$ cat src/rtl/wo_coh_pkg.sv
package wo_coh_pkg;

  typedef enum logic [2:0] {
    LS_INV      = 3'd0,
    LS_CLEAN    = 3'd1,
    LS_ONCE     = 3'd2,
    LS_DIRTY    = 3'd3,
    LS_DIRTY_SH = 3'd4
  } line_st_e;

  typedef enum logic [2:0] {
    BO_NONE   = 3'd0,
    BO_WRTHRU = 3'd1,
    BO_INVAL  = 3'd2,
    BO_FETCH  = 3'd3,
    BO_SUPPLY = 3'd4
  } bus_op_e;

  typedef struct packed {
    line_st_e nst;
    bus_op_e  op;
    logic     inhibit;
  } decision_t;

  function automatic logic is_dirty(line_st_e s);
    return (s == LS_DIRTY) || (s == LS_DIRTY_SH);
  endfunction

  // Local processor access: next state and bus action.
  function automatic decision_t cpu_decide(logic own, logic hit, logic wr, line_st_e s);
    decision_t d;
    d.inhibit = 1'b0;
    d.nst     = s;
    d.op      = BO_NONE;
    if (!hit) begin
      d.nst = wr ? LS_ONCE : LS_CLEAN;
      d.op  = wr ? BO_WRTHRU : BO_FETCH;
    end else if (wr) begin
      unique case (s)
        LS_CLEAN:    begin d.nst = LS_ONCE;  d.op = BO_WRTHRU; end
        LS_ONCE:     begin d.nst = LS_DIRTY; d.op = BO_NONE;   end
        LS_DIRTY:    begin d.nst = LS_DIRTY; d.op = BO_NONE;   end
        LS_DIRTY_SH: begin d.nst = LS_DIRTY; d.op = own ? BO_INVAL : BO_INVAL; end
        default:     begin d.nst = s;        d.op = BO_NONE;   end
      endcase
    end
    return d;
  endfunction

  // Snooped transaction that hit this cache.
  function automatic decision_t snp_decide(logic own, logic wr, line_st_e s);
    decision_t d;
    d.inhibit = 1'b0;
    d.nst     = s;
    d.op      = BO_NONE;
    if (wr) begin
      d.nst = LS_INV;
    end else begin
      unique case (s)
        LS_CLEAN, LS_ONCE: d.nst = LS_CLEAN;
        LS_DIRTY, LS_DIRTY_SH: begin
          d.nst     = own ? LS_DIRTY_SH : LS_CLEAN;
          d.op      = BO_SUPPLY;
          d.inhibit = 1'b1;
        end
        default: d.nst = s;
      endcase
    end
    return d;
  endfunction

endpackage

$ cat src/rtl/wo_line_store.sv
module wo_line_store
  import wo_coh_pkg::*;
#(
  parameter int LINES = 16,
  parameter int TAG_W = 6,
  localparam int IDX_W = $clog2(LINES)
) (
  input  logic             clk,
  input  logic             rst_n,
  input  logic             we,
  input  logic [IDX_W-1:0] widx,
  input  line_st_e         wst,
  input  logic [TAG_W-1:0] wtag,
  output line_st_e         st_q  [LINES],
  output logic [TAG_W-1:0] tag_q [LINES]
);

  for (genvar g = 0; g < LINES; g++) begin : g_line
    line_st_e         st_r;
    logic [TAG_W-1:0] tag_r;
    logic             sel;

    assign sel = we && (widx == IDX_W'(g));

    always_ff @(posedge clk or negedge rst_n) begin
      if (!rst_n) begin
        st_r  <= LS_INV;
        tag_r <= '0;
      end else if (sel) begin
        st_r  <= wst;
        tag_r <= wtag;
      end
    end

    assign st_q[g]  = st_r;
    assign tag_q[g] = tag_r;
  end

endmodule

$ cat src/rtl/wo_lookup.sv
module wo_lookup
  import wo_coh_pkg::*;
#(
  parameter int LINES = 16,
  parameter int TAG_W = 6,
  localparam int IDX_W = $clog2(LINES)
) (
  input  line_st_e         st_q  [LINES],
  input  logic [TAG_W-1:0] tag_q [LINES],
  input  logic [IDX_W-1:0] idx,
  input  logic [TAG_W-1:0] tag,
  output line_st_e         st,
  output logic [TAG_W-1:0] stored_tag,
  output logic             hit
);

  assign st         = st_q[idx];
  assign stored_tag = tag_q[idx];
  assign hit        = (st != LS_INV) && (stored_tag == tag);

endmodule

$ cat src/rtl/wonce_coh_ctrl.sv
module wonce_coh_ctrl
  import wo_coh_pkg::*;
#(
  parameter int LINES = 16,
  parameter int TAG_W = 6,
  localparam int IDX_W  = $clog2(LINES),
  localparam int ADDR_W = TAG_W + IDX_W
) (
  input  logic              clk,
  input  logic              rst_n,
  input  logic              own_mode,
  input  logic              cpu_req,
  input  logic              cpu_wr,
  input  logic [ADDR_W-1:0] cpu_addr,
  input  logic              snp_valid,
  input  logic              snp_wr,
  input  logic [ADDR_W-1:0] snp_addr,
  input  logic [IDX_W-1:0]  line_sel,
  output logic              cpu_done,
  output logic              cpu_hit,
  output logic [2:0]        act_op,
  output logic [ADDR_W-1:0] act_addr,
  output logic              mem_inhibit,
  output logic              wb_valid,
  output logic [ADDR_W-1:0] wb_addr,
  output logic [2:0]        line_state
);

  line_st_e         st_q  [LINES];
  logic [TAG_W-1:0] tag_q [LINES];

  logic [IDX_W-1:0] c_idx, s_idx;
  logic [TAG_W-1:0] c_tag, s_tag, c_old_tag, s_old_tag;
  line_st_e         c_st, s_st;
  logic             c_hit, s_hit;

  assign c_idx = cpu_addr[IDX_W-1:0];
  assign c_tag = cpu_addr[ADDR_W-1:IDX_W];
  assign s_idx = snp_addr[IDX_W-1:0];
  assign s_tag = snp_addr[ADDR_W-1:IDX_W];

  wo_lookup #(.LINES(LINES), .TAG_W(TAG_W)) u_cpu_look (
    .st_q(st_q), .tag_q(tag_q), .idx(c_idx), .tag(c_tag),
    .st(c_st), .stored_tag(c_old_tag), .hit(c_hit)
  );

  wo_lookup #(.LINES(LINES), .TAG_W(TAG_W)) u_snp_look (
    .st_q(st_q), .tag_q(tag_q), .idx(s_idx), .tag(s_tag),
    .st(s_st), .stored_tag(s_old_tag), .hit(s_hit)
  );

  // Named internal events (also observed by the checker).
  logic cpu_go, snp_act;
  logic ev_rd_miss, ev_first_wr, ev_sh_wr, ev_snp_wr_hit, ev_snp_rd_dirty, ev_evict_dirty;

  assign cpu_go          = cpu_req && !snp_valid;
  assign snp_act         = snp_valid && s_hit;
  assign ev_rd_miss      = cpu_go && !cpu_wr && !c_hit;
  assign ev_first_wr     = cpu_go && cpu_wr && c_hit && (c_st == LS_CLEAN);
  assign ev_sh_wr        = cpu_go && cpu_wr && c_hit && (c_st == LS_DIRTY_SH);
  assign ev_snp_wr_hit   = snp_act && snp_wr;
  assign ev_snp_rd_dirty = snp_act && !snp_wr && is_dirty(s_st);
  assign ev_evict_dirty  = cpu_go && !c_hit && is_dirty(c_st);

  decision_t cd, sd;
  assign cd = cpu_decide(own_mode, c_hit, cpu_wr, c_st);
  assign sd = snp_decide(own_mode, snp_wr, s_st);

  logic             w_en;
  logic [IDX_W-1:0] w_idx;
  line_st_e         w_st;
  logic [TAG_W-1:0] w_tag;

  always_comb begin
    w_en  = snp_act || cpu_go;
    w_idx = c_idx;
    w_st  = cd.nst;
    w_tag = c_tag;
    if (snp_act) begin
      w_idx = s_idx;
      w_st  = sd.nst;
      w_tag = s_old_tag;
    end
  end

  wo_line_store #(.LINES(LINES), .TAG_W(TAG_W)) u_store (
    .clk(clk), .rst_n(rst_n), .we(w_en), .widx(w_idx), .wst(w_st), .wtag(w_tag),
    .st_q(st_q), .tag_q(tag_q)
  );

  always_ff @(posedge clk or negedge rst_n) begin
    if (!rst_n) begin
      cpu_done    <= 1'b0;
      cpu_hit     <= 1'b0;
      act_op      <= 3'(BO_NONE);
      act_addr    <= '0;
      mem_inhibit <= 1'b0;
      wb_valid    <= 1'b0;
      wb_addr     <= '0;
    end else begin
      cpu_done    <= cpu_go;
      cpu_hit     <= cpu_go && c_hit;
      mem_inhibit <= snp_act && sd.inhibit;
      wb_valid    <= ev_evict_dirty;
      wb_addr     <= {c_old_tag, c_idx};
      if (snp_act) begin
        act_op   <= 3'(sd.op);
        act_addr <= snp_addr;
      end else if (cpu_go) begin
        act_op   <= 3'(cd.op);
        act_addr <= cpu_addr;
      end else begin
        act_op   <= 3'(BO_NONE);
        act_addr <= '0;
      end
    end
  end

  assign line_state = 3'(st_q[line_sel]);

endmodule

$ cat config.mk
export PLATFORM = sky130hd
export DESIGN_NAME = wonce_coh_ctrl
export DESIGN_NICKNAME = d
export VERILOG_FILES = /design/src/rtl/wo_coh_pkg.sv /design/src/rtl/wo_line_store.sv /design/src/rtl/wo_lookup.sv /design/src/rtl/wonce_coh_ctrl.sv
export SDC_FILE = /design/constraint.sdc
export NUM_CORES = 1
export LEC_CHECK = 0
export ABC_AREA = 1
export BUFFER_PORTS_ARGS = -buffer_cell sky130_fd_sc_hd__buf_4
export CAP_MARGIN = 15
export CORE_ASPECT_RATIO = 1.2
export CORE_MARGIN = 2
export CORE_UTILIZATION = 48
export DETAILED_ROUTE_END_ITERATION = 8
export GPL_TIMING_DRIVEN = 0
export MAX_ROUTING_LAYER = met4
export PLACE_DENSITY = 0.77
export SYNTH_ARGS = -nofsm -noshare
export SYNTH_HDL_FRONTEND = slang
export SYNTH_SLANG_ARGS = --single-unit
$ cat constraint.sdc
create_clock -name clk -period 2.5 [get_ports clk]
set_input_delay 0.25 -clock clk [delete_from_list [all_inputs] [get_ports clk]]
set_output_delay 0.25 -clock clk [all_outputs]
set_load 0.02 [all_outputs]
==> reports/results.ini <==
[finish]
nNetsFinal = 1774
final_common_cell = nand2_1
postLayoutCellArea_um2 = 14400
utilization_pct = 62.3
area_growth_syn_to_layout_pct = 28.1
antenna_cells = 0
drive_above_1_share_pct = 25.9
final_cell_mix = 519 x nand2_1, 170 x dfrtp_1, 168 x nand3_1

[global_route]
grt_pass1_vias = 11800
track_usage_pct = 41.6
grt_max_degree = 106
grt_pass1_wl_mm = 72.7
antenna_found_initial = 0
grt.overflow.total = 0

[place]
port_buffers = 57
gp_congestion = 1.01
dp_slack_ps = -1260
dpl_cell_area_um2 = 12100
hpwl_mm = 32.6

[detailed_routing]
drc = 0
wirelength_mm = 51.2
vias = 12700
drt_iter0_markers = 1977
dr.pass1.iters = 6
wl_per_cell_um = 24.7
postRouteAntennaNets = 0
detail_route.vias_per_cell = 6.15

[sta]
rsz0062_at_grt = true
tightest_slew_ps = 903
max_slew_margin_pct = 39.8
setup_viol = 144
drv_slew = 0
post-route-period-util_pct = 109
clock.fmax_ghz = 0.367
hold_viol = 0
min_period_ps = 2720
setup_tns_ps = -19050
clock-skew-final_ps = 17.5
setup_slack_ps = -222

[logic_synthesis]
synth_cell_types = 34
seq_area_frac_synth_pct = 37.8
synthCells = 1588
ys_ff_latch = 170
synth.avg_cell_area_um2 = 7.09
syn_area_um2 = 11300
yosys_warnings = 0
synth_nets = 1619

[setup_path]
critPathKind = reg2reg
worst_setup_path_start_kind = register
critPathRequiredTime_ps = 2910
crit_family = simple AND/OR/NAND/NOR gates
cp_max_fo = 8
worst_path_max_delay_cell = dfrtp_1
arrival_ps = 3140
path_cells = inv_2, nand2_1, nand3_1, nand3_1, nand3_1, nand3_1, nand2_1, nand2_2, nor2_4, nand2_4, buf_12, nand2_8, nand3_4, buf_12, nor2_4, nand2_1, nand2_1
cpPeakStageDelay_ps = 390
worstSetupEndpointType = register
crit_buf_inv = 3

[run_status]
status = finished with violations
failed_checks = negative setup slack

[clocking]
clk_pin_slew_worst_paths_ps = 80
cts_tree = built
htree_levels = 4
cts_inserted_buffers = 17
clockBufferDepth = 2
clk_latency_ps = 470
clock_sinks = 170
root_buffer = clkbuf_16

[die]
io_pins = 61
die_area_um2 = 24700
die_w_um = 144
die_h_um = 172
initial_core_util_pct = 48.7
rows = 61
core_area_um2 = 23100

[pwr]
vdd_drop_max_mv = 0.448
power_frac_comb_pct = 34.9
power_mw = 10.0
switching_power_mw = 3.95
p_int_mw = 6.10
leakage_nw = 7.01
switching_share_pct = 39.3
p_per_area_nw_per_um2 = 697
p_clk_share_pct = 27.9
p_seq_share_pct = 37.2

[job]
drv_cap = 0

[worst_hold_path]
hp-class = in2reg

==> sequential cells by signal (all words and copies together) (netlist names) <==
signal	count
wb_valid	1
act_op	3
cpu_hit	1
wb_addr	10
act_addr	10
u_store.g_line.st_r	48
u_store.g_line.tag_r	96
cpu_done	1
==> per-layer routing <==
layer | GRT usage [%] | up-vias | share of wire (%)
li1 | - | 5465 | -
met1 | 50.1 | 5929 | 36
met2 | 61.5 | 1046 | 43
met3 | 9.91 | 306 | 12
met4 | 28.8 | 0 | 8.8
met5 | - | - | 0
==> logic make-up (layout without fill, tap and decap cells) <==
kind of cell / after synthesis / after routing / synth area share (%)
AO/OA/AOI/OAI: 311 / 311 / 17.8
buffers and inverters: 280 / 438 / 11.4
flip-flops: 170 / 170 / 37.8
AND/OR/NAND/NOR: 827 / 837 / 33.0
==> synth_stat cells, drive strengths merged <==
cell type | instances | area share [%]
nand2 | 567 | 19
nand3 | 216 | 9.8
inv | 171 | 5.7
dfrtp | 170 | 38
o21bai | 108 | 7.2
o21ai | 97 | 4.5
buf | 67 | 4.3
o211ai | 51 | 3.4
a21oi | 48 | 2.1
clkbuf | 39 | 1.3
nor2 | 35 | 3.5
o221ai | 5 | 0.39
clkinv | 3 | 0.10
nand3b | 3 | 0.20
nand4 | 2 | 0.11
nor3 | 2 | 0.089
nor4 | 1 | 0.056
o22ai | 1 | 0.056
o31ai | 1 | 0.067
or2 | 1 | 0.056
==> worst reg2reg max path, delay by kind of cell, from the launching register on <==
kind | cells | cell delay (ps)
buf+inv | 3 | 490
simple gates | 14 | 1800
flops | 1 | 390
==> area by class of cell <==
class | count | area (µm²)
tap | 315 | 394
timing repair buffer | 126 | 1210
buffer | 106 | 902
clock buffer | 17 | 425
inverter | 174 | 666
sequential | 170 | 4250
fill | 2021 | 8710
multi-input combinational | 1148 | 6390
clock inverter | 15 | 175
==> metrics by stage <==
stage	std cells	hold slack [ps]
final	2071	83.6
after global routing	2071	98.3
after CTS	2033	79.4
after detailed placement	1961	367
after global placement	1960	367
after floorplan	1588	-45.6
==> power groups by stage <==
stage	registers, mW	clock network [mW]	logic (mW)
floorplan	3.67	0	1.96
global placement	3.70	0	2.80
detailed placement	3.72	0	2.85
CTS	3.70	2.77	3.09
global route	3.80	2.88	3.75
finish	3.74	2.80	3.50
==> timing repair <==
| item | in CTS | in global routing |
|---|---|---|
| gates cloned | 14 | 6 |
| buffers inserted | 20 | 32 |
| hold buffers | 6 | 0 |
| pin swaps | 42 | 77 |
| endpoints found under the hold margin | 109 | 0 |
| gates resized for setup | 163 | 155 |
| setup endpoints to repair | 146 | 145 |
==> worst paths after layout <==
path	from	end	slack (ps)	cells after the start
worst min register to register	u_store.g_line[4].tag_r[0]	u_store.g_line[4].tag_r[0]	530	2
worst max-delay path	u_store.g_line[3].tag_r[1]	u_store.g_line[8].st_r[2]	-220	17
max in group asynchronous	rst_n	act_addr[9]	1200	3
min in group asynchronous	rst_n	u_store.g_line[3].st_r[0]	440	2
worst max register to register	u_store.g_line[3].tag_r[1]	u_store.g_line[8].st_r[2]	-220	17
worst min-delay path	snp_addr[4]	act_addr[4]	80	3
Power figures use the tool's default switching activity.
